--- src/rtl/gpio_bank_pkg.sv ---
package gpio_bank_pkg;
  localparam int NUM_SC     = 6;
  localparam int F_OWN      = 0;
  localparam int F_OE       = 1;
  localparam int F_DAT      = 2;
  localparam int F_OD       = 3;
  localparam int F_PU       = 4;
  localparam int F_PD       = 5;
  localparam int ADDR_SEL_LO = 3 * NUM_SC;
  localparam int ADDR_SEL_HI = 3 * NUM_SC + 1;
  localparam int ADDR_LEVEL  = 3 * NUM_SC + 2;

  function automatic int set_addr(input int f);
    return 3 * f;
  endfunction

  function automatic int clr_addr(input int f);
    return 3 * f + 1;
  endfunction

  function automatic int stat_addr(input int f);
    return 3 * f + 2;
  endfunction

  // code {hi,lo}: 0=A 1=B 2=C 3=D
  function automatic logic pick4(input logic [1:0] code, input logic [3:0] src);
    return src[code];
  endfunction
endpackage

--- src/rtl/gpio_sc_reg.sv ---
module gpio_sc_reg #(
  parameter int   W       = 32,
  parameter logic RST_ONE = 1'b0
) (
  input  logic         clk,
  input  logic         rst_n,
  input  logic [W-1:0] set_i,
  input  logic [W-1:0] clr_i,
  output logic [W-1:0] q_o
);
  always_ff @(posedge clk or negedge rst_n) begin
    if (!rst_n) q_o <= {W{RST_ONE}};
    else        q_o <= (q_o | set_i) & ~clr_i;
  end

  // marked bits are raised after a set strobe
  p_set_bits_r2: assert property (@(posedge clk) disable iff (!rst_n)
    (|set_i) |=> ((q_o & $past(set_i & ~clr_i)) == $past(set_i & ~clr_i)));

  // bits not named by either strobe hold
  p_keep_bits_r2: assert property (@(posedge clk) disable iff (!rst_n)
    ((q_o & ~$past(set_i | clr_i)) == ($past(q_o) & ~$past(set_i | clr_i))));
endmodule

--- src/rtl/gpio_sync2.sv ---
module gpio_sync2 #(
  parameter int W = 32
) (
  input  logic         clk,
  input  logic         rst_n,
  input  logic [W-1:0] d_i,
  output logic [W-1:0] q_o
);
  logic [W-1:0] meta;
  logic [1:0]   age;

  always_ff @(posedge clk or negedge rst_n) begin
    if (!rst_n) begin
      meta <= '0;
      q_o  <= '0;
    end else begin
      meta <= d_i;
      q_o  <= meta;
    end
  end

  always_ff @(posedge clk or negedge rst_n) begin
    if (!rst_n)          age <= '0;
    else if (age != 2'd2) age <= age + 2'd1;
  end

  // readback lags the pad by two edges
  p_sync_lat_r7: assert property (@(posedge clk) disable iff (!rst_n)
    (age == 2'd2) |-> (q_o == $past(d_i, 2)));
endmodule

--- src/rtl/gpio_pad_mux.sv ---
module gpio_pad_mux
  import gpio_bank_pkg::*;
#(
  parameter int W = 32
) (
  input  logic         clk,
  input  logic         rst_n,
  input  logic [W-1:0] own_i,
  input  logic [W-1:0] oe_i,
  input  logic [W-1:0] dat_i,
  input  logic [W-1:0] od_i,
  input  logic [W-1:0] sel_lo_i,
  input  logic [W-1:0] sel_hi_i,
  input  logic [W-1:0] fa_out,
  input  logic [W-1:0] fa_oe,
  input  logic [W-1:0] fb_out,
  input  logic [W-1:0] fb_oe,
  input  logic [W-1:0] fc_out,
  input  logic [W-1:0] fc_oe,
  input  logic [W-1:0] fd_out,
  input  logic [W-1:0] fd_oe,
  output logic [W-1:0] pad_out,
  output logic [W-1:0] pad_oe
);
  // chosen source per pin, brought out for the checks
  logic [W-1:0] src_dat;
  logic [W-1:0] src_oe;

  for (genvar k = 0; k < W; k++) begin : g_pin
    logic [1:0] code;
    logic       p_dat;
    logic       p_oe;
    assign code  = {sel_hi_i[k], sel_lo_i[k]};
    assign p_dat = pick4(code, {fd_out[k], fc_out[k], fb_out[k], fa_out[k]});
    assign p_oe  = pick4(code, {fd_oe[k], fc_oe[k], fb_oe[k], fa_oe[k]});

    always_comb begin
      src_dat[k] = own_i[k] ? dat_i[k] : p_dat;
      src_oe[k]  = own_i[k] ? oe_i[k]  : p_oe;
      if (od_i[k]) begin
        pad_out[k] = 1'b0;
        pad_oe[k]  = src_oe[k] & ~src_dat[k];
      end else begin
        pad_out[k] = src_dat[k];
        pad_oe[k]  = src_oe[k];
      end
    end
  end

  // an open-drain pin never drives high
  p_odrain_low_r6: assert property (@(posedge clk) disable iff (!rst_n)
    ((pad_out & od_i) == '0));

  // an open-drain pin is released whenever its data is 1
  p_odrain_rel_r6: assert property (@(posedge clk) disable iff (!rst_n)
    ((pad_oe & od_i & src_dat) == '0));
endmodule

--- src/rtl/gpio_mux_bank.sv ---
module gpio_mux_bank
  import gpio_bank_pkg::*;
#(
  parameter int NPIN = 32,
  parameter int AW   = 5
) (
  input  logic            clk,
  input  logic            rst_n,
  input  logic            wr_en,
  input  logic [AW-1:0]   wr_addr,
  input  logic [NPIN-1:0] wr_data,
  input  logic [AW-1:0]   rd_addr,
  output logic [NPIN-1:0] rd_data,
  input  logic [NPIN-1:0] fa_out,
  input  logic [NPIN-1:0] fa_oe,
  input  logic [NPIN-1:0] fb_out,
  input  logic [NPIN-1:0] fb_oe,
  input  logic [NPIN-1:0] fc_out,
  input  logic [NPIN-1:0] fc_oe,
  input  logic [NPIN-1:0] fd_out,
  input  logic [NPIN-1:0] fd_oe,
  input  logic [NPIN-1:0] pad_in,
  output logic [NPIN-1:0] pad_out,
  output logic [NPIN-1:0] pad_oe,
  output logic [NPIN-1:0] pad_pu,
  output logic [NPIN-1:0] pad_pd
);
  logic [NPIN-1:0] sc_set [NUM_SC];
  logic [NPIN-1:0] sc_clr [NUM_SC];
  logic [NPIN-1:0] sc_q   [NUM_SC];
  logic [NPIN-1:0] sel_lo, sel_hi, level;
  logic            wr_sel_lo, wr_sel_hi;

  for (genvar f = 0; f < NUM_SC; f++) begin : g_sc
    assign sc_set[f] = (wr_en && wr_addr == AW'(set_addr(f))) ? wr_data : '0;
    assign sc_clr[f] = (wr_en && wr_addr == AW'(clr_addr(f))) ? wr_data : '0;
    gpio_sc_reg #(
      .W       (NPIN),
      .RST_ONE ((f == F_OWN) || (f == F_PU))
    ) u_reg (
      .clk   (clk),
      .rst_n (rst_n),
      .set_i (sc_set[f]),
      .clr_i (sc_clr[f]),
      .q_o   (sc_q[f])
    );
  end

  assign wr_sel_lo = wr_en && (wr_addr == AW'(ADDR_SEL_LO));
  assign wr_sel_hi = wr_en && (wr_addr == AW'(ADDR_SEL_HI));

  always_ff @(posedge clk or negedge rst_n) begin
    if (!rst_n) begin
      sel_lo <= '0;
      sel_hi <= '0;
    end else begin
      if (wr_sel_lo) sel_lo <= wr_data;
      if (wr_sel_hi) sel_hi <= wr_data;
    end
  end

  // selector planes move only on their own write
  p_sel_hold_r5: assert property (@(posedge clk) disable iff (!rst_n)
    (!wr_sel_lo && !wr_sel_hi) |=> ($stable(sel_lo) && $stable(sel_hi)));

  gpio_sync2 #(.W(NPIN)) u_sync (
    .clk   (clk),
    .rst_n (rst_n),
    .d_i   (pad_in),
    .q_o   (level)
  );

  gpio_pad_mux #(.W(NPIN)) u_mux (
    .clk      (clk),
    .rst_n    (rst_n),
    .own_i    (sc_q[F_OWN]),
    .oe_i     (sc_q[F_OE]),
    .dat_i    (sc_q[F_DAT]),
    .od_i     (sc_q[F_OD]),
    .sel_lo_i (sel_lo),
    .sel_hi_i (sel_hi),
    .fa_out   (fa_out),
    .fa_oe    (fa_oe),
    .fb_out   (fb_out),
    .fb_oe    (fb_oe),
    .fc_out   (fc_out),
    .fc_oe    (fc_oe),
    .fd_out   (fd_out),
    .fd_oe    (fd_oe),
    .pad_out  (pad_out),
    .pad_oe   (pad_oe)
  );

  assign pad_pu = sc_q[F_PU];
  assign pad_pd = sc_q[F_PD];

  always_comb begin
    rd_data = '0;
    for (int f = 0; f < NUM_SC; f++)
      if (rd_addr == AW'(stat_addr(f))) rd_data = sc_q[f];
    if (rd_addr == AW'(ADDR_SEL_LO)) rd_data = sel_lo;
    if (rd_addr == AW'(ADDR_SEL_HI)) rd_data = sel_hi;
    if (rd_addr == AW'(ADDR_LEVEL))  rd_data = level;
  end
endmodule

--- config.mk ---
export PLATFORM = sky130hd
export DESIGN_NAME = gpio_mux_bank
export DESIGN_NICKNAME = d
export VERILOG_FILES = /design/src/rtl/gpio_bank_pkg.sv /design/src/rtl/gpio_sc_reg.sv /design/src/rtl/gpio_sync2.sv /design/src/rtl/gpio_pad_mux.sv /design/src/rtl/gpio_mux_bank.sv
export SDC_FILE = /design/constraint.sdc
export NUM_CORES = 1
export LEC_CHECK = 0
export BUFFER_PORTS_ARGS = -buffer_cell sky130_fd_sc_hd__buf_4
export CAP_MARGIN = 20
export CELL_PAD_IN_SITES_DETAIL_PLACEMENT = 1
export CELL_PAD_IN_SITES_GLOBAL_PLACEMENT = 2
export CORE_MARGIN = 2
export CORE_UTILIZATION = 35
export CTS_CLUSTER_DIAMETER = 30
export DETAILED_ROUTE_END_ITERATION = 10
export PLACE_DENSITY_LB_ADDON = 0.1
export SLEW_MARGIN = 20
export SYNTH_ARGS = -nofsm -noshare
export SYNTH_HDL_FRONTEND = slang
export SYNTH_SLANG_ARGS = --single-unit
export TNS_END_PERCENT = 1
--- constraint.sdc ---
create_clock -name clk -period 2.1 [get_ports clk]
set_clock_uncertainty 0.1 [all_clocks]
set_input_delay 0.105 -clock clk [delete_from_list [all_inputs] [get_ports clk]]
set_output_delay 0.105 -clock clk [all_outputs]
set_load 0.01 [all_outputs]
==> flow_summary.yaml <==
floorplanning:
  start_util: 0.3522
  dieArea_um2: 48300
  num_rows: 79
  core_um2: 46260
  ios: 493
  die_x_um: 219.8
  die_y_um: 219.8
grt:
  use_met1: 0.4041
  grt_pass1_vias: 17690
  grt.busiest_layer: "met2"
  met3_usage: 0.07012
  grt_first_pass_wirelength_um: 115100
  grt_util_all_layers: 0.3254
  grt.met2_usage: 0.5624
  grt_max_degree: 64
  gr-total-overflow: 0
  antenna_found_initial: 2
sta:
  rsz0062_at_grt: "yes"
  period_share: 1.135
  setup_ws_ns: -0.2830
  worst_slew_pin_slew_ns: 0.8661
  timing.fmax_ghz: 0.4196
  slew_headroom: 0.4200
  slew_violations: 0
  finalSetupViolCount: 76
  fin_crit_ns: 2.383
  hold_violations: 0
clocking:
  clockRootBuffer: "clkbuf_16"
  clock_path_buffers: 3
  cts.sinks: 320
  clkLatencyLatePin_ns: 0.61
  cts_tree: "built"
  cts_buffers: 85
  post_cts_buffers: 0
  clk_pin_slew_worst_paths_ns: 0.04
  htree_levels: 3
worst_hold_path:
  whs_path_depth: 2
  hold_end: "u_sync.meta[11]"
  hold_path_startpoint: "pad_in[11]"
  hp-class: "in2reg"
route:
  ant_nets: 0
  first_pass_iters: 5
  post_drt_wl_per_cell_um: 28.25
  drtIter0Drc: 1109
  wirelength_um: 78990
  vias: 16310
  route.detailed.drc: 0
  drt-vias-per-instance: 5.832
yosys:
  synth.distinct_cells: 53
  synthesis.area_um2: 16290
  ys.flop_type: "dfrtp_1"
  synth_edf_count: 0
  yosysWarningCount: 0
  async_flop_share: 1.000
  netlist_instances: 1491
  ys_seq_area_frac: 0.4964
  synth.avg_cell_area_um2: 10.93
  ys_ff_latch: 320
  synth_nets: 1824
power:
  power.density_nw_per_um2: 1114
  switching_power_uw: 8298
  ir_worst_vdd_v: 0.0007956
  p_leak_uw: 0.01120
  seqPwrFrac: 0.308
  internal_power_uw: 20300
  power.total_uw: 28590
  clockPowerShare: 0.474
  combPwrFrac: 0.218
  switching_share: 0.2902
worst_setup_path:
  cp.arrival_ns: 2.18
  crit_path_max_fanout: 2
  r2r_slack_ns: 0.99
  cp.required_ns: 1.89
  endpoint_kind: "primary output"
  rr_worst_depth: 2
  critPathLaunchType: "flip-flop"
  path_class: "reg2out"
  r2r_start: "sel_hi[18]"
  r2r-end: "sel_hi[18]"
job:
  max_cap_violations: 0
place:
  dp.cells: 2566
  dp_hpwl_um: 53050
  gp_congestion: 0.8402
  port_buffers: 492
layout:
  fin_cells: 2796
  syn_to_final_growth_pct: 57.52
  layout.nets: 2448
  drive_above_1_share: 0.4810
outcome:
  outcome: "complete, but fails checks"
  violations: "setup timing"
cells in the mapped netlist (7+ instances only):
cell,number,area [um^2]
a221oi_1,12,105.1
o22ai_1,22,137.6
inv_1,8,30.03
mux2_2,49,551.8
o21ai_0,51,255.2
o211ai_1,16,120.1
o2bb2ai_1,38,332.8
dfrtp_1,256,6406
clkbuf_1,67,251.5
buf_2,51,255.2
nor2b_1,42,262.8
a22oi_1,22,165.2
mux4_2,64,1441
a22o_1,9,78.83
a222oi_1,7,70.07
a21oi_1,500,2502
mux2_1,39,439.2
nor2_1,17,63.81
dfstp_2,64,1682
nand2_1,33,123.9
mux2i_1,32,320.3
buf_4,9,67.56
a31oi_1,19,118.9
layout by cell type, fill, tap and decap left out, types with 10 or more instances in the layout:
cell | synthesis | routed
bufinv_16 | 0 | 10
nor2b_4 | 0 | 13
buf_6 | 3 | 13
clkinv_4 | 0 | 10
a21oi_2 | 0 | 29
buf_12 | 0 | 30
a21oi_1 | 500 | 469
mux2_4 | 0 | 24
mux2_1 | 39 | 39
dfstp_2 | 64 | 64
a31oi_1 | 19 | 14
clkbuf_8 | 0 | 19
clkbuf_16 | 0 | 87
mux2_2 | 49 | 25
o22ai_1 | 22 | 22
a22oi_1 | 22 | 19
o211ai_1 | 16 | 16
dfrtp_1 | 256 | 226
nand2_1 | 33 | 31
o21ai_1 | 6 | 17
buf_4 | 9 | 555
nor2_1 | 17 | 14
mux2i_1 | 32 | 28
o2bb2ai_1 | 38 | 36
dfrtp_2 | 0 | 30
dlygate4sd3_1 | 0 | 68
o21ai_0 | 51 | 38
nor2b_1 | 42 | 27
mux4_2 | 64 | 64
a221oi_1 | 12 | 11
clkinv_2 | 0 | 14
power groups by stage:
| stage | Combinational, uW | Sequential [uW] | Clock (uW) |
|---|---|---|---|
| after floorplan | 2710 | 8400 | 0 |
| after global placement | 5490 | 8700 | 0 |
| after detailed placement | 5620 | 8730 | 0 |
| after CTS | 6040 | 8730 | 13700 |
| after global routing | 6670 | 8930 | 14000 |
| final | 6220 | 8800 | 13600 |
how the worst max path moves through the flow:
stage               start           to  slack [ns]  cells after the start
2_1_floorplan  sel_lo[10]   pad_oe[10]        0.50                      3
3_3_place_gp   rd_addr[1]   rd_data[2]       -0.04                      6
3_5_place_dp   rd_addr[1]  rd_data[30]        0.17                      8
4_1_cts        sel_lo[18]  pad_out[18]       -0.35                      4
5_1_grt        sel_lo[18]   pad_oe[18]       -0.35                      4
6_report       sel_lo[18]   pad_oe[18]       -0.28                      4
critical path: stages, from the launching register on:
cell and delay, ns:
dfrtp_2 0.40, mux4_2 0.57, mux2_4 0.32, a21oi_4 0.14, buf_6 0.13
layout make-up:
| class | count | area [um^2] |
|---|---|---|
| fillers | 4834 | 20590 |
| flip-flops and latches | 320 | 8125 |
| multi-input cells | 1033 | 8112 |
| repair buffers | 667 | 5609 |
| clock buffers | 115 | 2472 |
| well taps | 607 | 759.5 |
| clock inverters | 44 | 554.3 |
| inverters | 8 | 30.03 |
| diodes | 2 | 5.005 |
kinds of logic (layout without fill, tap and decap cells):
group / count (synthesis) / in the layout / share of synthesized area
compound gates: 713 / 713 / 0.2456
buf+inv: 138 / 834 / 0.03916
flops: 320 / 320 / 0.4964
simple gates: 136 / 136 / 0.04991
mux: 184 / 184 / 0.1689
other cells: 0 / 2 / 0
per-stage QoR:
| step | util | setup TNS, ns | hold WS (ns) | area [um^2] | worst slack, ns |
|---|---|---|---|---|---|
| 2_1_floorplan | - | 0 | -0.2906 | 16290 | 0.4979 |
| 3_3_place_gp | 0.4630 | -0.06070 | -0.04099 | 21420 | -0.04306 |
| 3_5_place_dp | 0.4631 | 0 | -0.04005 | 21420 | 0.1716 |
| 4_1_cts | 0.5502 | -15.50 | 0.01029 | 25450 | -0.3546 |
| 5_1_grt | 0.5548 | -18.38 | 0.03124 | 25660 | -0.3549 |
| 6_report | 0.5549 | -13.09 | 0.03586 | 25670 | -0.2830 |
sequential cells by signal, indices dropped and copies added (netlist names):
register	cells
g_sc.u_reg.q_o	192
sel_hi	32
sel_lo	32
u_sync.meta	32
u_sync.q_o	32
metal layers:
layer	wire length, um	part of all wire
met2	39810	0.50
met1	31550	0.40
met3	5307	0.067
met5	0	0
met4	2320	0.029
timing repair:
item / CTS / global route
endpoints found under the hold margin: 554 / 0
resized for setup: 90 / 60
setup endpoints to repair: 79 / 91
pin swaps: 20 / 13
hold buffers: 69 / 0
cloned: 0 / 0
Power figures use the tool's default switching activity.
